<file path="src/rtl/phy_tport_pkg.sv">
package phy_tport_pkg;
  typedef enum logic [2:0] {
    ST_IDLE  = 3'd0,
    ST_CKHI  = 3'd1,
    ST_CODE  = 3'd2,
    ST_CKLO  = 3'd3,
    ST_DATA  = 3'd4,
    ST_CKUP  = 3'd5
  } step_e;

  localparam int unsigned BYTE_W = 8;
  localparam int unsigned WORD_W = 32;
endpackage

</file>
<file path="src/rtl/tport_hold_timer.sv">
module tport_hold_timer #(
  parameter int unsigned HOLD_W = 8
) (
  input  logic              clk_i,
  input  logic              rst_ni,
  input  logic              arm_i,
  input  logic              reload_i,
  input  logic [HOLD_W-1:0] hold_i,
  output logic              expired_o
);
  logic [HOLD_W-1:0] hold_q, cnt_q, hold_eff;

  assign hold_eff  = (hold_i == '0) ? HOLD_W'(1) : hold_i;
  assign expired_o = (cnt_q == '0);

  always_ff @(posedge clk_i or negedge rst_ni) begin
    if (!rst_ni) begin
      hold_q <= HOLD_W'(1);
      cnt_q  <= '0;
    end else if (arm_i) begin
      hold_q <= hold_eff;
      cnt_q  <= hold_eff - HOLD_W'(1);
    end else if (reload_i) begin
      cnt_q  <= hold_q - HOLD_W'(1);
    end else if (cnt_q != '0) begin
      cnt_q  <= cnt_q - HOLD_W'(1);
    end
  end

  assert_reload_R8: assert property (@(posedge clk_i) disable iff (!rst_ni)
    (!arm_i && !reload_i && cnt_q != '0) |=> (cnt_q == $past(cnt_q) - HOLD_W'(1)));
endmodule

</file>
<file path="src/rtl/tport_step_seq.sv">
module tport_step_seq
  import phy_tport_pkg::*;
(
  input  logic  clk_i,
  input  logic  rst_ni,
  input  logic  start_i,
  input  logic  expired_i,
  output step_e step_o,
  output logic  accept_o,
  output logic  reload_o,
  output logic  done_o
);
  step_e step_q, step_d;
  logic  done_q, adv;

  assign accept_o = (step_q == ST_IDLE) && start_i;
  assign adv      = (step_q != ST_IDLE) && expired_i;
  assign reload_o = adv && (step_q != ST_CKUP);
  assign step_o   = step_q;
  assign done_o   = done_q;

  always_comb begin
    step_d = step_q;
    if (accept_o) step_d = ST_CKHI;
    else if (adv) begin
      case (step_q)
        ST_CKHI: step_d = ST_CODE;
        ST_CODE: step_d = ST_CKLO;
        ST_CKLO: step_d = ST_DATA;
        ST_DATA: step_d = ST_CKUP;
        default: step_d = ST_IDLE;
      endcase
    end
  end

  always_ff @(posedge clk_i or negedge rst_ni) begin
    if (!rst_ni) begin
      step_q <= ST_IDLE;
      done_q <= 1'b0;
    end else begin
      step_q <= step_d;
      done_q <= adv && (step_q == ST_CKUP);
    end
  end

  assert_step_hold_R8: assert property (@(posedge clk_i) disable iff (!rst_ni)
    (step_q != ST_IDLE && !expired_i) |=> (step_q == $past(step_q)));
  assert_done_pulse_R9: assert property (@(posedge clk_i) disable iff (!rst_ni)
    done_q |=> !done_q);
  assert_done_idle_R9: assert property (@(posedge clk_i) disable iff (!rst_ni)
    done_q |-> (step_q == ST_IDLE));
  assert_busy_ignore_R10: assert property (@(posedge clk_i) disable iff (!rst_ni)
    (step_q != ST_IDLE && !expired_i && start_i) |=> (step_q != ST_IDLE));
endmodule

</file>
<file path="src/rtl/tport_pin_drive.sv">
module tport_pin_drive
  import phy_tport_pkg::*;
(
  input  logic              clk_i,
  input  logic              rst_ni,
  input  step_e             step_i,
  input  logic              accept_i,
  input  logic              reload_i,
  input  logic [BYTE_W-1:0] code_i,
  input  logic [BYTE_W-1:0] data_i,
  output logic              tclk_o,
  output logic              tclr_o,
  output logic              ten_o,
  output logic [BYTE_W-1:0] tdin_o
);
  logic [BYTE_W-1:0] code_q, data_q, din_q;

  always_ff @(posedge clk_i or negedge rst_ni) begin
    if (!rst_ni) begin
      code_q <= '0;
      data_q <= '0;
      din_q  <= '0;
    end else begin
      if (accept_i) begin
        code_q <= code_i;
        data_q <= data_i;
      end
      if (reload_i && step_i == ST_CKHI) din_q <= code_q;
      if (reload_i && step_i == ST_CKLO) din_q <= data_q;
    end
  end

  // clock low only while the code/data pair is being presented around the falling edge
  assign tclk_o = !(step_i == ST_CKLO || step_i == ST_DATA);
  assign ten_o  = (step_i == ST_CODE) || (step_i == ST_CKLO);
  assign tclr_o = 1'b0;
  assign tdin_o = din_q;

  assert_code_fall_R5: assert property (@(posedge clk_i) disable iff (!rst_ni)
    $fell(tclk_o) |-> (ten_o && tdin_o == code_q));
  assert_data_rise_R7: assert property (@(posedge clk_i) disable iff (!rst_ni)
    $rose(tclk_o) |-> (!ten_o && tdin_o == data_q));
  assert_latch_ignore_R10: assert property (@(posedge clk_i) disable iff (!rst_ni)
    (step_i != ST_IDLE) |=> ($stable(code_q) && $stable(data_q)));
endmodule

</file>
<file path="src/rtl/phy_tport_wr.sv">
module phy_tport_wr
  import phy_tport_pkg::*;
#(
  parameter int unsigned HOLD_W = 8
) (
  input  logic              clk_i,
  input  logic              rst_ni,
  input  logic              start_i,
  input  logic [7:0]        code_i,
  input  logic [7:0]        data_i,
  input  logic [HOLD_W-1:0] hold_i,
  output logic              busy_o,
  output logic              done_o,
  output logic              tclk_o,
  output logic              tclr_o,
  output logic              ten_o,
  output logic [7:0]        tdin_o,
  output logic [31:0]       ctrl0_o,
  output logic [31:0]       ctrl1_o
);
  localparam int unsigned EN_BIT = 16;

  step_e step;
  logic  accept, reload, expired;

  tport_hold_timer #(.HOLD_W(HOLD_W)) i_timer (
    .clk_i(clk_i), .rst_ni(rst_ni), .arm_i(accept), .reload_i(reload),
    .hold_i(hold_i), .expired_o(expired)
  );

  tport_step_seq i_seq (
    .clk_i(clk_i), .rst_ni(rst_ni), .start_i(start_i), .expired_i(expired),
    .step_o(step), .accept_o(accept), .reload_o(reload), .done_o(done_o)
  );

  tport_pin_drive i_drive (
    .clk_i(clk_i), .rst_ni(rst_ni), .step_i(step), .accept_i(accept),
    .reload_i(reload), .code_i(code_i), .data_i(data_i),
    .tclk_o(tclk_o), .tclr_o(tclr_o), .ten_o(ten_o), .tdin_o(tdin_o)
  );

  assign busy_o = (step != ST_IDLE);

  always_comb begin
    ctrl0_o          = '0;
    ctrl0_o[1]       = tclk_o;
    ctrl0_o[0]       = tclr_o;
    ctrl1_o          = '0;
    ctrl1_o[EN_BIT]  = ten_o;
    ctrl1_o[15:8]    = 8'h00;
    ctrl1_o[7:0]     = tdin_o;
  end

  assert_done_not_busy_R9: assert property (@(posedge clk_i) disable iff (!rst_ni)
    done_o |-> !busy_o);
  assert_accept_busy_R2: assert property (@(posedge clk_i) disable iff (!rst_ni)
    (!busy_o && start_i) |=> busy_o);
endmodule

</file>
<file path="config.mk">
export PLATFORM = sky130hd
export DESIGN_NAME = phy_tport_wr
export DESIGN_NICKNAME = d
export VERILOG_FILES = /design/src/rtl/phy_tport_pkg.sv /design/src/rtl/tport_hold_timer.sv /design/src/rtl/tport_step_seq.sv /design/src/rtl/tport_pin_drive.sv /design/src/rtl/phy_tport_wr.sv
export SDC_FILE = /design/constraint.sdc
export NUM_CORES = 1
export LEC_CHECK = 0
export BUFFER_PORTS_ARGS = -buffer_cell sky130_fd_sc_hd__buf_4
export CAP_MARGIN = 20
export CORE_AREA = 2 2 95 97
export CTS_CLUSTER_SIZE = 24
export DETAILED_ROUTE_END_ITERATION = 7
export DIE_AREA = 0 0 97 99
export PLACE_DENSITY = 0.63
export SKIP_LAST_GASP = 1
export SLEW_MARGIN = 25
export SYNTH_ARGS = -nofsm -noshare
export SYNTH_HDL_FRONTEND = slang
export SYNTH_SLANG_ARGS = --single-unit
</file>
<file path="constraint.sdc">
create_clock -name clk_i -period 4.06 [get_ports clk_i]
set_clock_uncertainty 0.2 [all_clocks]
set_input_delay 0.609 -clock clk_i [delete_from_list [all_inputs] [get_ports clk_i]]
set_output_delay 0.609 -clock clk_i [all_outputs]
set_load 0.05 [all_outputs]
</file>
==> results.sh <==
export IMPL_power_density_mw_per_mm2=825
export IMPL_slowest_stage="or4b_1"
export IMPL_finalPower_mw=2.36
export IMPL_ys_warn_count=0
export IMPL_r2r_cells=6
export IMPL_grtUsageTotal_pct=10.5
export IMPL_syn2layout_area_growth_pct=10.8
export IMPL_setup_ws_ns=0.908
export IMPL_ios=104
export IMPL_period_needed_ns=3.15
export IMPL_cts_sinks=44
export IMPL_design_die_area_mm2=0.00960
export IMPL_synth_edf_count=0
export IMPL_tritoncts="built"
export IMPL_rrSetupSlack_ns=0.91
export IMPL_timing_rr_start="i_seq.step_o[0]"
export IMPL_grt_pass1_vias=1663
export IMPL_drc_errors=0
export IMPL_slew_headroom_pct=54.8
export IMPL_gp_congestion=0.875
export IMPL_syn_inst=285
export IMPL_postCtsSetupRepairBufs=0
export IMPL_place_inst=421
export IMPL_initial_core_util_pct=30.1
export IMPL_stdcell_count=429
export IMPL_finalCritPeriodShare_pct=77.6
export IMPL_clk_root_buffer_cell="clkbuf_8"
export IMPL_critical_path_class="flip-flop to flip-flop"
export IMPL_worstPathRequired_ns=4.05
export IMPL_crit_start="i_seq.step_o[0]"
export IMPL_cp_max_fo=18
export IMPL_die_w_um=97
export IMPL_gr_total_overflow=0
export IMPL_diodes=0
export IMPL_drv_cap=0
export IMPL_avgSynthCellArea_um2=9.04
export IMPL_ys_seq_elements=44
export IMPL_portBuffers=48
export IMPL_antenna_left=0
export IMPL_final_util_pct=33.4
export IMPL_cts_max_level=2
export IMPL_r2r_end="i_timer.cnt_q[7]"
export IMPL_yosysTopAreaCellShare_pct=41.8
export IMPL_tns_ns=0
export IMPL_min_path_type="primary input to asynchronous set/reset pin"
export IMPL_dp_slack_ns=0.831
export IMPL_cts_hold_buf=0
export IMPL_cp_start_kind="flip-flop"
export IMPL_use_met2_pct=15.7
export IMPL_peakVddDrop_mv=0.437
export IMPL_dpl_hpwl_um=3700
export IMPL_ys_seq_area_share_pct=42.8
export IMPL_nets=348
export IMPL_vias=1828
export IMPL_timing_fmax_mhz=317
export IMPL_ff_latch_area_mm2=0.00110
export IMPL_crit_end="i_timer.cnt_q[7]"
export IMPL_netlist_cell_type_count=40
export IMPL_synth_ff_type="dfrtp_1"
export IMPL_p_leak_nw=1.44
export IMPL_drive_above_1_share_pct=21.8
export IMPL_setup_viol=0
export IMPL_grt_pass1_wl_um=8050
export IMPL_die_height_um=99
export IMPL_clock_path_buffers=2
export IMPL_path_cells="or4b_1, buf_4, a221o_1, a211o_1, nor3_2, mux2_1"
export IMPL_numCtsBuffers=5
export IMPL_multiInputGateArea_mm2=0.00112
export IMPL_num_rows=34
export IMPL_met1_usage_pct=13.7
export IMPL_synthTopCellsByArea="dfrtp_1 (42%), buf_4 (19%), nand2_1 (9.5%)"
export IMPL_routed_wl_um=5060
export IMPL_clk_pin_slew_worst_paths_ns=0.08
export IMPL_placed_cell_area_mm2=0.00276
export IMPL_async_reset_ff_share_pct=100
export IMPL_grt_busiest_layer="met2"
export IMPL_drtPass1Iterations=4
export IMPL_clk_insertion_delay_late_ns=0.30
export IMPL_final_area_mm2=0.00286
export IMPL_max_stage_delay_ns=0.82
export IMPL_worst_pin_slew_ns=0.672
export IMPL_end_kind="flip-flop"
export IMPL_holdWs_ns=0.0794
export IMPL_met3_usage_pct=2.84
export IMPL_avgRoutedWirePerCell_um=11.8
export IMPL_synth_top_cell_by_area="dfrtp_1"
export IMPL_final_cell_mix="nand2_1 (65), conb_1 (55), buf_4 (52)"
export IMPL_status="completed"
export IMPL_hold_violations=0
export IMPL_synth_area_mm2=0.00258
export IMPL_arrival_ns=3.14
export IMPL_cts_resized=0
export IMPL_first_iter_violations=123
export IMPL_grt_antenna_before_repair=0
export IMPL_nFillCells=886
export IMPL_rsz0062_at_grt="no"
export IMPL_layout_commonest_cell="nand2_1"
export IMPL_slew_violations=0
export IMPL_grt_max_degree=45
export IMPL_core_area_mm2=0.00855
export IMPL_viasPerCell=4.26
[cells in the mapped netlist (all sizes together) (2+ instances only)]
cell	instances
mux2i	9
nor3	9
a21oi	6
o21ai	16
o211ai	2
nand2	65
xor2	2
and2	4
mux2	2
nor2	14
buf	70
dfrtp	43
nor4	3
xnor2	2
a211o	2
or3	2
clkbuf	8
a221o	3
inv	3
a21o	4
a211oi	2
[flip-flops by register name, summed over array words and instances (netlist names)]
signal,count
i_drive.data_q,8
i_drive.code_q,8
i_seq.step_o,3
i_timer.cnt_q,8
i_drive.tdin_o,8
i_timer.hold_q,8
i_seq.done_o,1
[kinds of logic after synthesis]
| logic type | Yosys count | share of synthesized area, % |
|---|---|---|
| AO/OA/AOI/OAI | 38 | 10.9 |
| XOR/XNOR | 4 | 1.36 |
| adder cells (fa/ha/maj) | 1 | 0.486 |
| buffers and inverters | 81 | 21.8 |
| flip-flops | 44 | 42.8 |
| multiplexers | 11 | 4.37 |
| other | 1 | 0.146 |
| AND/OR/NAND/NOR | 105 | 18.2 |
[cell type report]
cell class / instances / area share, %
Clock buffer: 7 / 3.02
Clock inverter: 1 / 0.263
Inverter: 3 / 0.394
Multi-Input combinational cell: 214 / 39.3
Sequential cell: 44 / 38.6
Tap cell: 108 / 4.73
Timing Repair Buffer: 52 / 13.7
[report_power, final]
group	switching [mW]	internal (mW)	total (mW)
registers	0.144	0.648	0.793
clock network	0.153	0.138	0.291
logic	0.862	0.410	1.27
[worst max-delay path: cells and delay by family, from the launching register on]
family,cells,cell delay [ns]
muxes,1,0.33
buffers and inverters,1,0.32
DFF,1,0.50
and+or+nand+nor,2,0.94
AOI/OAI and AO/OA,2,0.76
[per-layer routing]
metal | part of all wire (%) | vias up | wire length (um)
li1 | - | 886 | -
met1 | 44 | 857 | 2200
met2 | 48 | 74 | 2420
met3 | 5.2 | 11 | 265
met4 | 3.3 | 0 | 168
met5 | 0 | - | 0
[worst min path at each step]
stage / end / slack, ns / depth (start not counted)
floorplan: i_drive.code_q[0] / 0.11 / 0
global placement: i_drive.data_q[1] / 0.26 / 2
detailed placement: i_drive.code_q[7] / 0.26 / 2
CTS: i_timer.hold_q[6] / 0.11 / 1
global route: i_timer.hold_q[6] / 0.13 / 1
finish: i_timer.hold_q[6] / 0.08 / 1
Power figures use the tool's default switching activity.
